$ cat config.mk
export PLATFORM = sky130hd
export DESIGN_NAME = evt_ctx_seq
export DESIGN_NICKNAME = d
export VERILOG_FILES = /design/src/rtl/evt_ctx_pkg.sv /design/src/rtl/evt_ctx_order.sv /design/src/rtl/evt_ctx_entry.sv /design/src/rtl/evt_ctx_fsm.sv /design/src/rtl/evt_ctx_seq.sv
export SDC_FILE = /design/constraint.sdc
export NUM_CORES = 1
export LEC_CHECK = 0
export BUFFER_PORTS_ARGS = -buffer_cell sky130_fd_sc_hd__buf_2
export CORE_MARGIN = 4
export CORE_UTILIZATION = 45
export CTS_BUF_LIST = sky130_fd_sc_hd__clkbuf_4 sky130_fd_sc_hd__clkbuf_8 sky130_fd_sc_hd__clkbuf_16
export CTS_CLUSTER_DIAMETER = 60
export DETAILED_ROUTE_END_ITERATION = 10
export PLACE_DENSITY = 0.83
export RECOVER_POWER = 50
export SYNTH_ARGS = -nofsm -noshare
export SYNTH_HDL_FRONTEND = slang
export SYNTH_HIERARCHICAL = 1
export SYNTH_SLANG_ARGS = --single-unit
$ cat constraint.sdc
create_clock -name clk -period 3.7 [get_ports clk]
set_clock_uncertainty 0.05 [all_clocks]
set_input_delay 0.185 -clock clk [delete_from_list [all_inputs] [get_ports clk]]
set_output_delay 0.185 -clock clk [all_outputs]
set_load 0.02 [all_outputs]
$ cat src/rtl/evt_ctx_pkg.sv
package evt_ctx_pkg;

    localparam int CODE_W    = 3;
    localparam int MODE_W    = 3;
    localparam int LVL_MASK0 = 3;
    localparam int FAULT_MSK = 7;
    localparam int GLOB_MSK  = 8;
    localparam int NUM_LVL   = 4;
    localparam int MAX_WORDS = 8;
    localparam int CORE_WORDS = 2;
    localparam int REG_AW    = 4;
    localparam int POS_W     = $clog2(MAX_WORDS);
    localparam logic [REG_AW-1:0] LINK_IDX = 4'd14;

    typedef enum logic [1:0] {ITEM_SR, ITEM_PC, ITEM_GPR} item_kind_e;

    typedef struct packed {
        item_kind_e        kind;
        logic [REG_AW-1:0] reg_idx;
    } item_t;

    typedef enum logic [1:0] {ST_IDLE, ST_PUSH, ST_POP, ST_FIN} seq_state_e;

    function automatic logic is_level_code(input logic [CODE_W-1:0] code);
        return code < CODE_W'(NUM_LVL);
    endfunction

    function automatic logic [MODE_W-1:0] mode_for(input logic [CODE_W-1:0] code);
        if (is_level_code(code)) return MODE_W'(code + 3'd2);
        else if (code == 3'd4)   return 3'd6;
        else                     return 3'd7;
    endfunction

    function automatic logic is_level_mode(input logic [MODE_W-1:0] mode);
        return (mode >= 3'd2) && (mode <= 3'd5);
    endfunction

    // Push slot k holds this item; pop walks the slots backwards.
    function automatic item_t item_at(input int pos);
        item_t it;
        case (pos)
            0:       it = '{kind: ITEM_SR,  reg_idx: '0};
            1:       it = '{kind: ITEM_PC,  reg_idx: '0};
            2:       it = '{kind: ITEM_GPR, reg_idx: LINK_IDX};
            default: it = '{kind: ITEM_GPR, reg_idx: REG_AW'(15 - pos)};
        endcase
        return it;
    endfunction

endpackage

$ cat src/rtl/evt_ctx_order.sv
module evt_ctx_order
    import evt_ctx_pkg::*;
(
    input  logic [POS_W-1:0] pos,
    output item_t            item
);
    item_t slot_tbl [MAX_WORDS];

    for (genvar gi = 0; gi < MAX_WORDS; gi++) begin : g_slot
        assign slot_tbl[gi] = item_at(gi);
    end

    assign item = slot_tbl[pos];
endmodule

$ cat src/rtl/evt_ctx_entry.sv
module evt_ctx_entry
    import evt_ctx_pkg::*;
#(
    parameter int              DW             = 32,
    parameter logic [DW-1:0]   HANDLER_BASE   = 32'h0000_4000,
    parameter logic [DW-1:0]   HANDLER_STRIDE = 32'h0000_0080
) (
    input  logic [DW-1:0]     sr_old,
    input  logic [CODE_W-1:0] code,
    output logic [DW-1:0]     sr_new,
    output logic [DW-1:0]     handler_pc
);
    always_comb begin
        sr_new = sr_old;
        sr_new[MODE_W-1:0] = mode_for(code);
        for (int i = 0; i < NUM_LVL; i++) begin
            if (!is_level_code(code) || (CODE_W'(i) <= code))
                sr_new[LVL_MASK0 + i] = 1'b1;
        end
        if (!is_level_code(code)) sr_new[GLOB_MSK] = 1'b1;
        if (code > 3'd4)          sr_new[FAULT_MSK] = 1'b1;
    end

    assign handler_pc = HANDLER_BASE + DW'(code) * HANDLER_STRIDE;
endmodule

$ cat src/rtl/evt_ctx_fsm.sv
module evt_ctx_fsm
    import evt_ctx_pkg::*;
#(
    parameter int DW = 32
) (
    input  logic              clk,
    input  logic              rst,
    input  logic              evt_start,
    input  logic [CODE_W-1:0] evt_code,
    input  logic              ret_start,
    input  logic [DW-1:0]     sp_in,
    input  logic [DW-1:0]     sr_in,
    input  logic [DW-1:0]     pc_in,
    input  logic              mem_ack,
    input  logic [DW-1:0]     mem_rdata,
    input  logic [DW-1:0]     rf_rdata,
    input  item_t             cur_item,
    input  logic [DW-1:0]     entry_sr,
    input  logic [DW-1:0]     entry_pc,
    output logic [POS_W-1:0]  pos,
    output logic [CODE_W-1:0] code_q,
    output logic [DW-1:0]     sr_q,
    output logic              busy,
    output logic              mem_req,
    output logic              mem_we,
    output logic [DW-1:0]     mem_addr,
    output logic [DW-1:0]     mem_wdata,
    output logic [REG_AW-1:0] rf_raddr,
    output logic              rf_we,
    output logic [REG_AW-1:0] rf_waddr,
    output logic [DW-1:0]     rf_wdata,
    output logic              sp_we,
    output logic [DW-1:0]     sp_wdata,
    output logic              sr_we,
    output logic [DW-1:0]     sr_wdata,
    output logic              pc_we,
    output logic [DW-1:0]     pc_wdata
);
    localparam logic [DW-1:0]    WSTEP     = DW'(DW / 8);
    localparam logic [POS_W-1:0] LAST_LONG  = POS_W'(MAX_WORDS - 1);
    localparam logic [POS_W-1:0] LAST_SHORT = POS_W'(CORE_WORDS - 1);

    seq_state_e       state;
    logic [POS_W-1:0] cnt;
    logic [POS_W-1:0] last_idx;
    logic             pop_q;
    logic [DW-1:0]    addr_q;
    logic [DW-1:0]    pc_q;
    logic             last_word;

    assign last_word = (cnt == last_idx);
    assign pos       = (state == ST_POP) ? (last_idx - cnt) : cnt;

    always_ff @(posedge clk) begin
        if (rst) begin
            state    <= ST_IDLE;
            cnt      <= '0;
            last_idx <= '0;
            pop_q    <= 1'b0;
            code_q   <= '0;
            addr_q   <= '0;
            sr_q     <= '0;
            pc_q     <= '0;
        end else begin
            case (state)
                ST_IDLE: begin
                    cnt <= '0;
                    if (evt_start) begin
                        state    <= ST_PUSH;
                        pop_q    <= 1'b0;
                        code_q   <= evt_code;
                        last_idx <= is_level_code(evt_code) ? LAST_LONG : LAST_SHORT;
                        addr_q   <= sp_in;
                        sr_q     <= sr_in;
                        pc_q     <= pc_in;
                    end else if (ret_start) begin
                        state    <= ST_POP;
                        pop_q    <= 1'b1;
                        last_idx <= is_level_mode(sr_in[MODE_W-1:0]) ? LAST_LONG : LAST_SHORT;
                        addr_q   <= sp_in;
                    end
                end
                ST_PUSH: begin
                    if (mem_ack) begin
                        addr_q <= addr_q - WSTEP;
                        cnt    <= cnt + 1'b1;
                        if (last_word) state <= ST_FIN;
                    end
                end
                ST_POP: begin
                    if (mem_ack) begin
                        addr_q <= addr_q + WSTEP;
                        cnt    <= cnt + 1'b1;
                        if (cur_item.kind == ITEM_SR) sr_q <= mem_rdata;
                        if (cur_item.kind == ITEM_PC) pc_q <= mem_rdata;
                        if (last_word) state <= ST_FIN;
                    end
                end
                default: state <= ST_IDLE;
            endcase
        end
    end

    always_comb begin
        busy     = (state != ST_IDLE);
        mem_req  = (state == ST_PUSH) || (state == ST_POP);
        mem_we   = (state == ST_PUSH);
        mem_addr = (state == ST_PUSH) ? (addr_q - WSTEP) : addr_q;
        case (cur_item.kind)
            ITEM_SR: mem_wdata = sr_q;
            ITEM_PC: mem_wdata = pc_q;
            default: mem_wdata = rf_rdata;
        endcase
        rf_raddr = cur_item.reg_idx;
        rf_we    = (state == ST_POP) && mem_ack && (cur_item.kind == ITEM_GPR);
        rf_waddr = cur_item.reg_idx;
        rf_wdata = mem_rdata;
        sp_we    = (state == ST_FIN);
        sr_we    = (state == ST_FIN);
        pc_we    = (state == ST_FIN);
        sp_wdata = addr_q;
        sr_wdata = pop_q ? sr_q : entry_sr;
        pc_wdata = pop_q ? pc_q : entry_pc;
    end
endmodule

$ cat src/rtl/evt_ctx_seq.sv
module evt_ctx_seq
    import evt_ctx_pkg::*;
#(
    parameter int            DW             = 32,
    parameter logic [DW-1:0] HANDLER_BASE   = 32'h0000_4000,
    parameter logic [DW-1:0] HANDLER_STRIDE = 32'h0000_0080
) (
    input  logic              clk,
    input  logic              rst,
    input  logic              evt_start,
    input  logic [2:0]        evt_code,
    input  logic              ret_start,
    output logic              busy,
    input  logic [DW-1:0]     sp_in,
    input  logic [DW-1:0]     sr_in,
    input  logic [DW-1:0]     pc_in,
    output logic              sp_we,
    output logic [DW-1:0]     sp_wdata,
    output logic              sr_we,
    output logic [DW-1:0]     sr_wdata,
    output logic              pc_we,
    output logic [DW-1:0]     pc_wdata,
    output logic [3:0]        rf_raddr,
    input  logic [DW-1:0]     rf_rdata,
    output logic              rf_we,
    output logic [3:0]        rf_waddr,
    output logic [DW-1:0]     rf_wdata,
    output logic              mem_req,
    output logic              mem_we,
    output logic [DW-1:0]     mem_addr,
    output logic [DW-1:0]     mem_wdata,
    input  logic              mem_ack,
    input  logic [DW-1:0]     mem_rdata
);
    logic [POS_W-1:0]  pos;
    item_t             cur_item;
    logic [CODE_W-1:0] code_q;
    logic [DW-1:0]     sr_q;
    logic [DW-1:0]     entry_sr;
    logic [DW-1:0]     entry_pc;

    evt_ctx_order u_order (
        .pos  (pos),
        .item (cur_item)
    );

    evt_ctx_entry #(
        .DW             (DW),
        .HANDLER_BASE   (HANDLER_BASE),
        .HANDLER_STRIDE (HANDLER_STRIDE)
    ) u_entry (
        .sr_old     (sr_q),
        .code       (code_q),
        .sr_new     (entry_sr),
        .handler_pc (entry_pc)
    );

    evt_ctx_fsm #(.DW(DW)) u_fsm (
        .clk       (clk),
        .rst       (rst),
        .evt_start (evt_start),
        .evt_code  (evt_code),
        .ret_start (ret_start),
        .sp_in     (sp_in),
        .sr_in     (sr_in),
        .pc_in     (pc_in),
        .mem_ack   (mem_ack),
        .mem_rdata (mem_rdata),
        .rf_rdata  (rf_rdata),
        .cur_item  (cur_item),
        .entry_sr  (entry_sr),
        .entry_pc  (entry_pc),
        .pos       (pos),
        .code_q    (code_q),
        .sr_q      (sr_q),
        .busy      (busy),
        .mem_req   (mem_req),
        .mem_we    (mem_we),
        .mem_addr  (mem_addr),
        .mem_wdata (mem_wdata),
        .rf_raddr  (rf_raddr),
        .rf_we     (rf_we),
        .rf_waddr  (rf_waddr),
        .rf_wdata  (rf_wdata),
        .sp_we     (sp_we),
        .sp_wdata  (sp_wdata),
        .sr_we     (sr_we),
        .sr_wdata  (sr_wdata),
        .pc_we     (pc_we),
        .pc_wdata  (pc_wdata)
    );
endmodule

* After elaboration in Yosys (flattened, before gate mapping)
Memory sizes are Yosys's and may differ from the RTL's.
Cells that the tools add are included.
** Cells by class
- $add $sub $neg :: 6
- $lt $le $gt $ge :: 10
- Equal/unequal tests :: 15
- Muxes and demuxes :: 41
- Bitwise gates (word level) :: 1
- Reductions and logical operators :: 24
** Operator list (count)
- 32-bit 2-to-1 mux :: 12
- 32-bit one-hot mux with 2 select lines :: 3
- 32-bit one-hot mux with 3 select lines :: 1
- 32-bit by 3-bit adder with 32-bit output (second input constant) :: 1
- 32-bit by 3-bit subtractor with 32-bit output (second input constant) :: 1
- 3-bit 2-to-1 mux :: 7
- 15-bit by 10-bit adder with 16-bit output (first input constant) :: 1
- 6-bit 2-to-1 mux :: 2
- 4-bit AND reduction :: 3
- 1-bit 2-to-1 mux :: 9
- 9-bit 2-to-1 mux :: 1
- 2-bit 2-to-1 mux :: 4
- 2-bit inequality test (second input constant) :: 4
- 2-bit nonzero test :: 4
- 2-bit == test (second input constant) :: 3
- 1-bit by 3-bit <= comparator with 1-bit output (first input constant) :: 2
- 2-bit by 3-bit <= comparator with 1-bit output (first input constant) :: 2
- 3-bit < comparator (second input constant) :: 2
- 2-bit by 1-bit inequality test with 1-bit output (second input constant) :: 3
- 3-bit one-hot mux with 2 select lines :: 1
- 2-bit AND reduction :: 3
- 1-bit logical OR :: 5
- 2-bit by 1-bit == test with 1-bit output (second input constant) :: 2
- 4-bit greater-or-equal comparator (second input constant) :: 1
- other kinds (17) :: 20
** Word-level totals
- Flip-flop bits (word level) :: 108
- ROM bits :: 48
- Input port bits :: 168
- Output and inout port bits :: 207
- Word-level logic and storage cells :: 106
- Memories kept :: 1
** Memories
- (name not given) :: depth 8, bits a word 6, read ports 1, clocked after memory_dff 0, write ports 0, RTL line evt_ctx_order.sv:13 : assign item = slot_tbl[pos];

* Depth between registers and ports, before layout
Gate-level depths: netlist (run 1).
- Word-level depth :: 10
- Mapped depth :: 15
- Gate-level depth less buffers :: 12

* Hierarchy
The synthesis (run 1) kept the hierarchy.
** Modules (own cells, without submodules)
- evt_ctx_fsm :: times used 1, cells each 1131, area each 8730.9 um^2, seq. area each 2142.1 um^2
- evt_ctx_entry :: times used 1, cells each 67, area each 491.7 um^2, seq. area each 0.0 um^2
- evt_ctx_order :: times used 1, cells each 8, area each 55.1 um^2, seq. area each 0.0 um^2

* Worst setup path after synthesis (run 1)
OpenSTA, ideal clock, no wires.
- Path type :: flip-flop to output port
- From :: register u_fsm.state[0]
- To :: output mem_wdata[0]
- Arrival time :: 3367 ps
- Data required time :: 3465 ps
- Path slack :: 98 ps
- Cell stages (with the launch flop) :: 14
- Path buffers :: 5
- Cell sequence :: dfxtp_1 > inv_1 > ha_1 > clkbuf_1 > clkbuf_1 > clkbuf_1 > nand2_1 > xnor2_1 > or2_4 > nor2_2 > clkbuf_1 > buf_1 > mux2i_1 > o21ai_0
** RTL lines
- start: declaration :: RTL line evt_ctx_fsm.sv:43 : seq_state_e state;
- start signal: assignment :: RTL line evt_ctx_fsm.sv:56 : state <= ST_IDLE;
- start signal: assignment :: RTL line evt_ctx_fsm.sv:69 : state <= ST_PUSH;
- start signal: assignment :: RTL line evt_ctx_fsm.sv:77 : state <= ST_POP;
- end: declaration :: RTL line evt_ctx_seq.sv:31 : output logic [DW-1:0] mem_wdata,

* Worst setup path after layout (run 1)
- From :: register u_fsm.addr_q[15], in the netlist u_fsm/sp_wdata[15]
- To :: output mem_addr[31]
** On the way
- Word-level cells in the longest chain between the ends :: 2
** RTL lines
- start: declaration :: RTL line evt_ctx_fsm.sv:47 : logic [DW-1:0] addr_q;
- start signal: assignment :: RTL line evt_ctx_fsm.sv:73 : addr_q <= sp_in;
- start signal: assignment :: RTL line evt_ctx_fsm.sv:80 : addr_q <= sp_in;
- start signal: assignment :: RTL line evt_ctx_fsm.sv:85 : addr_q <= addr_q - WSTEP;
- 32-bit by 3-bit subtractor with 32-bit output :: RTL line evt_ctx_fsm.sv:108 : mem_addr = (state == ST_PUSH) ? (addr_q - WSTEP) : addr_q;
- 32-bit 2-to-1 mux :: RTL line evt_ctx_fsm.sv:108
- end: declaration :: RTL line evt_ctx_seq.sv:30 : output logic [DW-1:0] mem_addr,
Every way passes these cells.

==> run summary, run 1 <==
### Power
- **combinational cell fraction of total power** 0.694
- **Leak** 4.35 nW
- **power share of the clock group** 0.090
- **Power Dens Cells** 1040 mW/mm2
- **net load switching power** 0.00631 W
- **total power draw** 0.0112 W
- **cell-internal power** 0.00489 W
- **worst ir drop on vdd** 0.000617 V
- **Reg power frac** 0.216
- **net switching share of the total power** 0.564

### Floorplan
- **ports placed on the boundary** 375
- **height of the die** 152 um
- **total die area** 0.0230 mm2
- **placeable core area** 0.0202 mm2
- **standard-cell row count** 52
- **Initial Util** 0.459
- **width of the die** 152 um

### Timing
- **setup violators final** 0
- **achievable clock frequency** 279 MHz
- **Worst Max-Slew Pin Slew** 1.69 ns
- **Post-Route Setup TNS** 0 ns
- **final critical delay including setup and external delays** 3.59 ns
- **post-route clock period utilization** 0.969
- **Final Max Slew Viols** 66
- **WHS** 0.0311 ns
- **worst slew slack as a fraction of its limit** -0.129
- **endpoints failing hold** 0
- **RSZ-0062 raised after global routing** false

### Place
- **count of input and output buffers** 374
- **routability congestion estimate** 0.992
- **placed insts** 1691
- **hpwl dp** 24400 um
- **placed instance area** 0.0107 mm2

### GRT
- **global router's overall resource usage** 0.267
- **largest net degree at the start of global routing** 92
- **antenna violations before repair** 1
- **via count of the first global-routing pass** 9084
- **total global routing overflow** 0
- **wire length of the first global-routing pass** 49000 um

### Critical path
- **element type at the critical path start** flip-flop
- **type of the worst setup path** flip-flop to primary output
- **data required time of the worst path** 3.46 ns
- **crit path DAT** 3.35 ns
- **capturing element type of the critical path** primary output
- **largest fanout on the critical path** 15

### Synthesis
- **Post-Syn Instances** 1206
- **Cell Area, Synth** 0.00928 mm2
- **commonest register cell after synthesis** sky130_fd_sc_hd__dfxtp_1
- **Synth async-reset ratio** 0
- **register area share after synthesis** 0.231
- **yosys warns** 6
- **count of cell types in the netlist** 73
- **number of register bits inferred by synthesis** 107
- **number of enable-type register cells in the synthesized netlist** 0
- **syn_area_per_cell** 7.69 um2

### Finish
- **fill cell count** 2005
- **number of nets in the final layout** 1612
- **final std cell area, no fill** 0.0108 mm2
- **fraction of layout instances using a drive strength above 1** 0.257
- **Synth-to-Final Area Change** 16.5%
- **number of cells in the finished layout apart from fillers** 1708

### Detailed routing
- **remaining number of nets flagged by the antenna check after routing** 0
- **detailed-routing iteration count for the pre-antenna-repair pass** 5
- **First DRT Iteration DRCs** 915
- **post-DR vias/cell** 5.83
- **DR vias** 9964
- **WL final** 32700 um
- **final routed DRC violation total** 0
- **average routed wire per standard cell** 19.1 um

### Clocking
- **H-tree level count** 3
- **CTS tree** yes
- **clock edge transition at the registers on the reported setup and hold paths** 0.09 ns
- **clk sink count** 107
- **postcts setup bufs** 0
- **number of hold-repair buffers added at the cts stage** 0
- **later-pin clock latency in the skew report** 0.36 ns
- **clock tree buffer depth** 2
- **CTS buffer count** 9
- **clock root cell** sky130_fd_sc_hd__clkbuf_16
- **post_cts resized** 0

### Run
- **number of max-cap violations** 1

### Outcome
- **violated checks** capacitance limit, slew limit
- **run status** finished with violations

### Hold path
- **worst min-delay path class** input port to flip-flop

## flip-flops by register name, indices dropped and copies added, names as in the netlist
signal / count
u_fsm/sp_wdata: 32
u_fsm/sr_q: 32
u_fsm/pc_q: 32
u_fsm/pop_q: 1
u_fsm/state: 2
u_fsm/cnt: 3
u_fsm/last_idx: 2
u_fsm/code_q: 3
## cells in the final DEF (no fill, tap or decap), types with 12 or more instances in the layout
master                     instances
sky130_fd_sc_hd__nor2_1          113
sky130_fd_sc_hd__nand2_1          91
sky130_fd_sc_hd__buf_2           237
sky130_fd_sc_hd__mux2i_1         100
sky130_fd_sc_hd__mux2_2           63
sky130_fd_sc_hd__a31oi_1          15
sky130_fd_sc_hd__clkbuf_1        138
sky130_fd_sc_hd__o21ai_0          78
sky130_fd_sc_hd__dfxtp_1         106
sky130_fd_sc_hd__nand4_1          17
sky130_fd_sc_hd__xnor2_1          26
sky130_fd_sc_hd__a21oi_1          48
sky130_fd_sc_hd__nor4_1           15
sky130_fd_sc_hd__a211oi_1         72
sky130_fd_sc_hd__buf_4            19
sky130_fd_sc_hd__nor3_1           30
sky130_fd_sc_hd__conb_1           30
sky130_fd_sc_hd__inv_1            20
sky130_fd_sc_hd__nand3_1          29
sky130_fd_sc_hd__xor2_1           12
## cells in the mapped netlist (5+ instances only)
master | count | area share
sky130_fd_sc_hd__inv_1 | 20 | 0.0081
sky130_fd_sc_hd__nor3_1 | 30 | 0.016
sky130_fd_sc_hd__o211ai_1 | 9 | 0.0073
sky130_fd_sc_hd__o21ai_0 | 78 | 0.042
sky130_fd_sc_hd__xor2_1 | 12 | 0.011
sky130_fd_sc_hd__buf_1 | 10 | 0.0040
sky130_fd_sc_hd__a21o_1 | 9 | 0.0073
sky130_fd_sc_hd__nor2_1 | 113 | 0.046
sky130_fd_sc_hd__a31oi_1 | 15 | 0.010
sky130_fd_sc_hd__o32ai_1 | 5 | 0.0047
sky130_fd_sc_hd__xnor2_1 | 26 | 0.025
sky130_fd_sc_hd__mux2_2 | 65 | 0.079
sky130_fd_sc_hd__nor2b_1 | 9 | 0.0061
sky130_fd_sc_hd__dfxtp_1 | 107 | 0.23
sky130_fd_sc_hd__buf_4 | 101 | 0.082
sky130_fd_sc_hd__nand2_1 | 91 | 0.037
sky130_fd_sc_hd__nor4_1 | 17 | 0.011
sky130_fd_sc_hd__nand4_1 | 17 | 0.011
sky130_fd_sc_hd__a211oi_1 | 72 | 0.058
sky130_fd_sc_hd__nand3_1 | 29 | 0.016
sky130_fd_sc_hd__a21oi_1 | 50 | 0.027
sky130_fd_sc_hd__and3_1 | 11 | 0.0074
sky130_fd_sc_hd__or3_1 | 11 | 0.0074
sky130_fd_sc_hd__ha_1 | 11 | 0.015
sky130_fd_sc_hd__or2_2 | 6 | 0.0040
sky130_fd_sc_hd__and4_1 | 7 | 0.0066
sky130_fd_sc_hd__a221oi_1 | 6 | 0.0057
sky130_fd_sc_hd__or4_1 | 9 | 0.0073
sky130_fd_sc_hd__clkbuf_1 | 99 | 0.040
sky130_fd_sc_hd__mux2i_1 | 100 | 0.11
## worst max-delay path, cell delays in order, from the launching register on
cell                      delay (ns)
sky130_fd_sc_hd__dfxtp_1        0.48
sky130_fd_sc_hd__nor3_1         0.57
sky130_fd_sc_hd__nand2_1        0.32
sky130_fd_sc_hd__nor4_1         0.60
sky130_fd_sc_hd__nand2_1        0.24
sky130_fd_sc_hd__nor3_1         0.24
sky130_fd_sc_hd__xor2_1         0.31
sky130_fd_sc_hd__buf_2          0.23
## power groups by stage
stage | Clock (W) | Sequential, W | Combinational [W]
after floorplan | 0 | 0.00215 | 0.00587
after CTS | 0.00104 | 0.00240 | 0.00787
after detailed placement | 0 | 0.00242 | 0.00785
final | 0.00101 | 0.00242 | 0.00777
after global placement | 0 | 0.00240 | 0.00770
after global routing | 0.00107 | 0.00252 | 0.00842
## per-layer routing
| layer | vias to the layer above | wire (um) | global-route usage | share of wire |
|---|---|---|---|---|
| li1 | 4684 | - | - | - |
| met5 | - | 13 | 0 | 0.00040 |
| met1 | 4591 | 12900 | 0.355 | 0.39 |
| met2 | 601 | 15400 | 0.430 | 0.47 |
| met4 | 2 | 1070 | 0.0912 | 0.033 |
| met3 | 86 | 3290 | 0.0580 | 0.10 |
## area by class of cell
| type | count | area (um2) | area share |
|---|---|---|---|
| clock inverters | 7 | 80.1 | 0.00741 |
| inverters | 21 | 78.8 | 0.00729 |
| repair buffers | 399 | 1920 | 0.177 |
| flip-flops and latches | 107 | 2140 | 0.198 |
| well taps | 270 | 338 | 0.0313 |
| diodes | 1 | 2.50 | 0.000232 |
| multi-input cells | 894 | 6020 | 0.557 |
| clock buffers | 9 | 225 | 0.0208 |
## final timing paths
path | start | end | slack, ns | cells past startpoint
min reg2reg | u_fsm/sp_wdata[0] | u_fsm/sp_wdata[0] | 0.43 | 2
max reg2reg | u_fsm/state[0] | u_fsm/sp_wdata[24] | 0.38 | 8
min | evt_code[0] | u_fsm/code_q[0] | 0.03 | 3
max | u_fsm/sp_wdata[15] | mem_addr[31] | 0.11 | 7
## through the flow
stage | setup WS, ns | utilization
detailed placement | 0.559 | 0.529
global route | 0.00447 | 0.534
CTS | 0.295 | 0.544
global placement | 0.733 | 0.529
floorplan | 0.0984 | -
finish | 0.113 | 0.534
## cells by family (layout without fill, tap and decap cells)
family | after synthesis | in the layout | synth area share
xor gates and xnor gates | 38 | 38 | 0.0359
AOI/OAI and AO/OA | 277 | 277 | 0.194
and+or+nand+nor | 371 | 371 | 0.195
buffers and inverters | 233 | 436 | 0.137
muxes | 166 | 166 | 0.189
DFF | 107 | 107 | 0.231
adders and majority gates | 12 | 12 | 0.0170
other | 2 | 31 | 0.000809
(Power assumes the default switching activity.)
==> inputs of run 2 (changes only) <==
Settings changed: CAP_MARGIN set to 20.
Clock period 3.7 ns to 3.1 ns, I/O delays scaled along.
==> run 2 against run 1 <==
Effect of this change:
- design area increased by 11%
- non-clock buffer count increased by 59
- wire length increased by 12%
- via count increased by 5.0%
- largest power group unchanged
- first-iteration DRC count increased by 28%
- the flow finishes with violations (capacitance limit, slew limit, setup timing)
- largest cell class unchanged
- utilization increased by 5.8 points
- count of clock-buffer cells in the layout unchanged
- final cell count increased by 3.4%
- clock power increased by 29%
- die area unchanged
==> run summary, run 2 (synthesized netlist as in run 1, its figures left out) <==
### Floorplan
- **placeable core area** 0.0202 mm2, unchanged
- **ports placed on the boundary** 375, unchanged
- **width of the die** 152 um, unchanged
- **height of the die** 152 um, unchanged
- **standard-cell row count** 52, unchanged
- **total die area** 0.0230 mm2, unchanged
- **Initial Util** 0.459, unchanged

### Place
- **placed insts** 1724, was 1691
- **placed instance area** 0.0110 mm2, was 0.0107 mm2
- **hpwl dp** 25900 um, was 24400 um
- **routability congestion estimate** 0.984, was 0.992
- **count of input and output buffers** 374, unchanged

### Critical path
- **crit path DAT** 2.91 ns, was 3.35 ns
- **type of the worst setup path** flip-flop to primary output, unchanged
- **delay of the slowest cell on the worst path** 0.37 ns, was 0.60 ns
- **Critical Path, Cell by Cell** ha_4 -> fa_2 -> xor2_1 -> nand2_1 -> xnor2_2 -> or2_4 -> nor2_4 -> buf_6 -> buf_12 -> mux2i_2 -> o21ai_2 -> buf_6, was nor3_1 -> nand2_1 -> nor4_1 -> nand2_1 -> nor3_1 -> xor2_1 -> buf_2
- **element type at the critical path start** flip-flop, unchanged
- **library cell appearing most often on the critical path** sky130_fd_sc_hd__buf_6
- **largest fanout on the critical path** 5, was 15
- **data required time of the worst path** 2.89 ns, was 3.46 ns
- **cell with the biggest individual delay on the critical path** sky130_fd_sc_hd__dfxtp_4, was sky130_fd_sc_hd__nor4_1
- **capturing element type of the critical path** primary output, unchanged

### Timing
- **RSZ-0062 raised after global routing** true, was false
- **worst slew slack as a fraction of its limit** -0.142, was -0.129
- **worst setup slack after layout** -0.0112 ns, was 0.113 ns
- **post-route clock period utilization** 1.00
- **final critical delay including setup and external delays** 3.11 ns
- **achievable clock frequency** 321 MHz
- **setup violators final** 2, was 0
- **Worst Max-Slew Pin Slew** 1.71 ns, was 1.69 ns
- **Final Max Slew Viols** 66, unchanged
- **endpoints failing hold** 0, unchanged

### Finish
- **most frequent cells in the layout** 260 x sky130_fd_sc_hd__buf_2, 119 x sky130_fd_sc_hd__clkbuf_1, 103 x sky130_fd_sc_hd__dfxtp_1, 94 x sky130_fd_sc_hd__nor2_1, 91 x sky130_fd_sc_hd__nand2_1, was 237 x sky130_fd_sc_hd__buf_2, 138 x sky130_fd_sc_hd__clkbuf_1, 113 x sky130_fd_sc_hd__nor2_1, 106 x sky130_fd_sc_hd__dfxtp_1, 100 x sky130_fd_sc_hd__mux2i_1
- **leading cell type in the layout, fill and taps excluded** sky130_fd_sc_hd__buf_2, unchanged
- **final std cell area, no fill** 0.0120 mm2, was 0.0108 mm2
- **number of nets in the final layout** 1671, was 1612
- **fraction of layout instances using a drive strength above 1** 0.353, was 0.257
- **Synth-to-Final Area Change** 29.2%, was 16.5%
- **number of diodes** 0, was 1
- **number of cells in the finished layout apart from fillers** 1766, was 1708

### Detailed routing
- **detailed-routing iteration count for the pre-antenna-repair pass** 6, was 5
- **First DRT Iteration DRCs** 1167, was 915
- **remaining number of nets flagged by the antenna check after routing** 0, unchanged
- **DR vias** 10500, was 9964
- **average routed wire per standard cell** 20.6 um, was 19.1 um
- **final routed DRC violation total** 0, unchanged
- **post-DR vias/cell** 5.92, was 5.83
- **WL final** 36500 um, was 32700 um

### Clocking
- **CTS tree** yes, unchanged
- **later-pin clock latency in the skew report** 0.36 ns, about the same
- **clock edge transition at the registers on the reported setup and hold paths** 0.08 ns, was 0.09 ns
- **clk sink count** 107, unchanged
- **clock tree buffer depth** 2, unchanged
- **clock root cell** sky130_fd_sc_hd__clkbuf_16, unchanged
- **H-tree level count** 3, unchanged
- **CTS buffer count** 9, unchanged

### GRT
- **global router's overall resource usage** 0.278, was 0.267
- **largest net degree at the start of global routing** 66, was 92
- **total global routing overflow** 0, unchanged
- **wire length of the first global-routing pass** 50800 um, was 49000 um
- **via count of the first global-routing pass** 9402, was 9084
- **antenna violations before repair** 1, unchanged

### Power
- **Power Dens Cells** 1340 mW/mm2, was 1040 mW/mm2
- **Leak** 4.90 nW, was 4.35 nW
- **worst ir drop on vdd** 0.000739 V, was 0.000617 V

### Outcome
- **run status** finished with violations, unchanged
- **violated checks** capacitance limit, slew limit, setup timing, was capacitance limit, slew limit

### Run
- **number of max-cap violations** 1, unchanged

### Hold path
- **worst min-delay path class** input port to flip-flop, unchanged

[run 2: final timing paths]
kind	depth (start not counted)	end	slack, ns	from
setup / recovery	12	mem_wdata[28]	-0.01	u_fsm/cnt[0]
hold reg to reg	2	u_fsm/sp_wdata[0]	0.42	u_fsm/sp_wdata[0]
setup reg to reg	15	u_fsm/sr_q[6]	0	u_fsm/cnt[0]
hold / removal	3	u_fsm/code_q[0]	0.02	evt_code[0]
[run 2: what timing repair did]
item	in CTS	in global routing
gates resized for setup	15	106
pin swaps	1	36
buffers inserted	6	9
hold buffers	1	0
endpoints found under the hold margin	1	0
cloned	1	11
setup endpoints to repair	10	89
[run 2: cell type report]
class	count	area (um2)
clock buffer	9	225
fill	1833	8250
tap	270	338
multi-input combinational	894	6430
sequential	107	2150
inverter	21	78.8
clock inverter	7	103
timing repair buffer	458	2660
[run 2: layer usage]
metal	global-route usage	vias to the layer above	wire length [um]
li1	-	4812	-
met1	0.362	4930	14600
met2	0.458	617	17300
met3	0.0464	97	3350
met4	0.115	2	1190
met5	0	-	13
[run 2: per-stage QoR]
step / setup WS, ns / util / hold slack, ns / total power (W) / TNS, ns
CTS: -0.0285 / 0.567 / 0.00252 / 0.0144 / -0.159
global route: -0.104 / 0.592 / 0.0326 / 0.0169 / -3.83
finish: -0.0112 / 0.592 / 0.0160 / 0.0160 / -0.0148
global placement: 0.298 / 0.543 / 0.366 / 0.0126 / 0
floorplan: -0.0227 / - / 0.253 / 0.00968 / -1.15
detailed placement: 0.170 / 0.543 / 0.378 / 0.0128 / 0
[run 2: power breakdown]
group	switching (W)	leakage (nW)	internal [W]
Clock	0.000637	0.160	0.000660
Sequential	0.000827	0.888	0.00197
Combinational	0.00716	3.86	0.00476
Total	0.00862	4.90	0.00740
[run 2: critical path, delay by kind of cell, from the launching register on]
kind / cells / cell delay (ns)
compound gates: 1 / 0.12
xor+xnor: 2 / 0.31
fa+ha+maj: 2 / 0.51
buf+inv: 3 / 0.47
flops: 1 / 0.37
mux: 1 / 0.24
simple gates: 3 / 0.53
==> inputs of run 3 (changes only) <==
Settings changed: MAX_ROUTING_LAYER set to met4.
==> run 3 against run 2 <==
Effect of this change:
- the run still ends with capacitance limit, slew limit, setup timing left
- largest cell class unchanged
- non-clock buffer count down 18
- combinational power decreased by 13%
- hold slack improved by 0.010 ns
- via count down 2.9%
- wire length decreased by 4.8%
- power fell by 10%
- first-iteration DRC count is 32% lower
- critical path type unchanged
- maximum frequency fell by 0.55%
- critical endpoint is now mem_wdata[20]
- global-route usage increased by 0.45 points
- sequential cell count unchanged
==> run summary, run 3 (synthesized netlist as in run 1, its figures left out) <==
### Outcome
- **run status** finished with violations, unchanged
- **violated checks** capacitance limit, slew limit, setup timing, unchanged

### Hold path
- **Hold Crit Endpoint** u_fsm/code_q[0], unchanged
- **worst hold path stage count** 3, unchanged
- **startpoint of the lowest-slack hold path** evt_code[0], unchanged
- **worst min-delay path class** input port to flip-flop, unchanged

### Clocking
- **later-pin clock latency in the skew report** 0.36 ns, about the same
- **clock tree buffer depth** 2, unchanged
- **H-tree level count** 3, unchanged
- **clock root cell** sky130_fd_sc_hd__clkbuf_16, unchanged
- **clock edge transition at the registers on the reported setup and hold paths** 0.07 ns, was 0.08 ns
- **clk sink count** 107, unchanged
- **CTS tree** yes, unchanged
- **CTS buffer count** 9, unchanged

### Timing
- **post-route clock period utilization** 1.01, was 1.00
- **Worst Max-Slew Pin Slew** 1.69 ns, was 1.71 ns
- **endpoints failing hold** 0, unchanged
- **final critical delay including setup and external delays** 3.13 ns, was 3.11 ns
- **Final Max Slew Viols** 66, unchanged
- **Post-Route Setup TNS** -0.0464 ns, was -0.0148 ns
- **worst setup slack after layout** -0.0283 ns, was -0.0112 ns
- **achievable clock frequency** 320 MHz, was 321 MHz
- **setup violators final** 3, was 2
- **worst slew slack as a fraction of its limit** -0.127, was -0.142
- **RSZ-0062 raised after global routing** true, unchanged

### Power
- **Leak** 4.64 nW, was 4.90 nW
- **cell-internal power** 0.00646 W, was 0.00740 W
- **Reg power frac** 0.190, was 0.175
- **power share of the clock group** 0.082, was 0.081
- **worst ir drop on vdd** 0.000705 V, was 0.000739 V
- **combinational cell fraction of total power** 0.728, was 0.744
- **net switching share of the total power** 0.549, was 0.538
- **net load switching power** 0.00788 W, was 0.00862 W
- **Power Dens Cells** 1270 mW/mm2, was 1340 mW/mm2

### Critical path
- **data required time of the worst path** 2.89 ns, about the same
- **crit path DAT** 2.92 ns, was 2.91 ns
- **Critical Path, Cell by Cell** inv_2 -> ha_4 -> fa_2 -> xor2_1 -> nand2_1 -> xnor2_2 -> or2_4 -> nor2_4 -> buf_12 -> mux2i_4 -> o21ai_1 -> buf_2, was ha_4 -> fa_2 -> xor2_1 -> nand2_1 -> xnor2_2 -> or2_4 -> nor2_4 -> buf_6 -> buf_12 -> mux2i_2 -> o21ai_2 -> buf_6
- **delay of the slowest cell on the worst path** 0.34 ns, was 0.37 ns
- **largest fanout on the critical path** 20, was 5
- **Worst Reg2Reg Path Length in Cells** 13, was 15
- **slack of the worst reg-to-reg path** 0.15 ns, was 0 ns
- **element type at the critical path start** flip-flop, unchanged
- **cell with the biggest individual delay on the critical path** sky130_fd_sc_hd__fa_2, was sky130_fd_sc_hd__dfxtp_4
- **capturing element type of the critical path** primary output, unchanged
- **type of the worst setup path** flip-flop to primary output, unchanged
- **beginning of the worst register-to-register path** u_fsm/last_idx[0], was u_fsm/cnt[0]
- **Crit Reg-Reg Endpoint** u_fsm/sr_q[26], was u_fsm/sr_q[6]

### GRT
- **total global routing overflow** 0, unchanged
- **largest net degree at the start of global routing** 66, unchanged
- **via count of the first global-routing pass** 9345, was 9402
- **global router's overall resource usage** 0.283, was 0.278
- **antenna violations before repair** 0, was 1
- **wire length of the first global-routing pass** 50300 um, was 50800 um

### Detailed routing
- **DR vias** 10200, was 10500
- **average routed wire per standard cell** 19.9 um, was 20.6 um
- **post-DR vias/cell** 5.81, was 5.92
- **First DRT Iteration DRCs** 794, was 1167
- **remaining number of nets flagged by the antenna check after routing** 0, unchanged
- **WL final** 34700 um, was 36500 um
- **detailed-routing iteration count for the pre-antenna-repair pass** 5, was 6
- **final routed DRC violation total** 0, unchanged

### Floorplan
- **total die area** 0.0230 mm2, unchanged
- **placeable core area** 0.0202 mm2, unchanged
- **ports placed on the boundary** 375, unchanged
- **height of the die** 152 um, unchanged
- **standard-cell row count** 52, unchanged
- **Initial Util** 0.459, unchanged
- **width of the die** 152 um, unchanged

### Run
- **number of max-cap violations** 1, unchanged

### Place
- **count of input and output buffers** 374, unchanged
- **placed insts** 1723, was 1724
- **routability congestion estimate** 1.00, was 0.984
- **hpwl dp** 25800 um, was 25900 um

### Finish
- **fill cell count** 1933, was 1833
- **number of nets in the final layout** 1653, was 1671
- **fraction of layout instances using a drive strength above 1** 0.298, was 0.353
- **most frequent cells in the layout** 250 x sky130_fd_sc_hd__buf_2, 130 x sky130_fd_sc_hd__clkbuf_1, 112 x sky130_fd_sc_hd__nor2_1, 103 x sky130_fd_sc_hd__dfxtp_1, 94 x sky130_fd_sc_hd__mux2i_1, was 260 x sky130_fd_sc_hd__buf_2, 119 x sky130_fd_sc_hd__clkbuf_1, 103 x sky130_fd_sc_hd__dfxtp_1, 94 x sky130_fd_sc_hd__nor2_1, 91 x sky130_fd_sc_hd__nand2_1
- **Synth-to-Final Area Change** 21.9%, was 29.2%
- **leading cell type in the layout, fill and taps excluded** sky130_fd_sc_hd__buf_2, unchanged
- **number of diodes** 0, unchanged
- **number of cells in the finished layout apart from fillers** 1748, was 1766

[run 3: power by group through the flow]
stage               combinational, W  clock (W)  sequential [W]
floorplan                    0.00711          0         0.00257
global placement             0.00981          0         0.00267
detailed placement            0.0100          0         0.00269
CTS                           0.0101    0.00120         0.00268
global route                  0.0112    0.00125         0.00280
finish                        0.0104    0.00118         0.00273
[run 3: how the worst max path moves through the flow]
stage	startpoint	endpoint	slack [ns]
after floorplan	u_fsm/state[0]	u_fsm/pc_q[0]	-0.02
after CTS	u_fsm/last_idx[0]	mem_wdata[20]	-0.04
final	u_fsm/last_idx[0]	mem_wdata[20]	-0.03
after detailed placement	u_fsm/last_idx[1]	u_fsm/sr_q[6]	0.17
after global routing	u_fsm/last_idx[0]	mem_wdata[28]	-0.14
after global placement	u_fsm/last_idx[0]	u_fsm/sr_q[1]	0.31
[run 3: stage by stage]
step	total power (W)	hold slack [ns]	utilization	cell area, um2	worst slack, ns
2_1_floorplan	0.00968	0.253	-	9410	-0.0227
3_3_place_gp	0.0125	0.370	0.541	11000	0.312
3_5_place_dp	0.0127	0.376	0.541	11000	0.168
4_1_cts	0.0139	0.00497	0.558	11300	-0.0366
5_1_grt	0.0152	0.0188	0.559	11300	-0.140
6_report	0.0143	0.0260	0.559	11300	-0.0283
[run 3: layer usage]
metal  wire length, um  global-route usage  up-vias  part of all wire
met2             16500               0.445      588              0.47
met4              1330               0.124        0             0.038
met1             13600               0.353     4706              0.39
li1                  -                   -     4749                 -
met5                 0                   -        -                 0
met3              3280              0.0556      110             0.095
[run 3: critical path: cells and delay by family (launching register included)]
family	cells	cell delay, ns
simple gates	3	0.57
fa+ha+maj	2	0.49
buf+inv	3	0.46
flops	1	0.33
xor+xnor	2	0.30
mux	1	0.28
compound gates	1	0.11
[run 3: cell type report]
class,instances,area (um2),area share
timing repair buffer,440,2320,0.205
inverter,21,78.8,0.00697
sequential,107,2150,0.190
clock inverter,6,56.3,0.00498
multi-input combinational,894,6140,0.542
clock buffer,10,239,0.0211
tap,270,338,0.0299
[run 3: timing repair]
action / in CTS / in global routing
setup buffers: 0 / 5
setup endpoints to repair: 19 / 49
gates resized for setup: 6 / 33
endpoints found under the hold margin: 2 / 0
cloned: 0 / 2
pin swaps: 0 / 2
hold buffers: 2 / 0
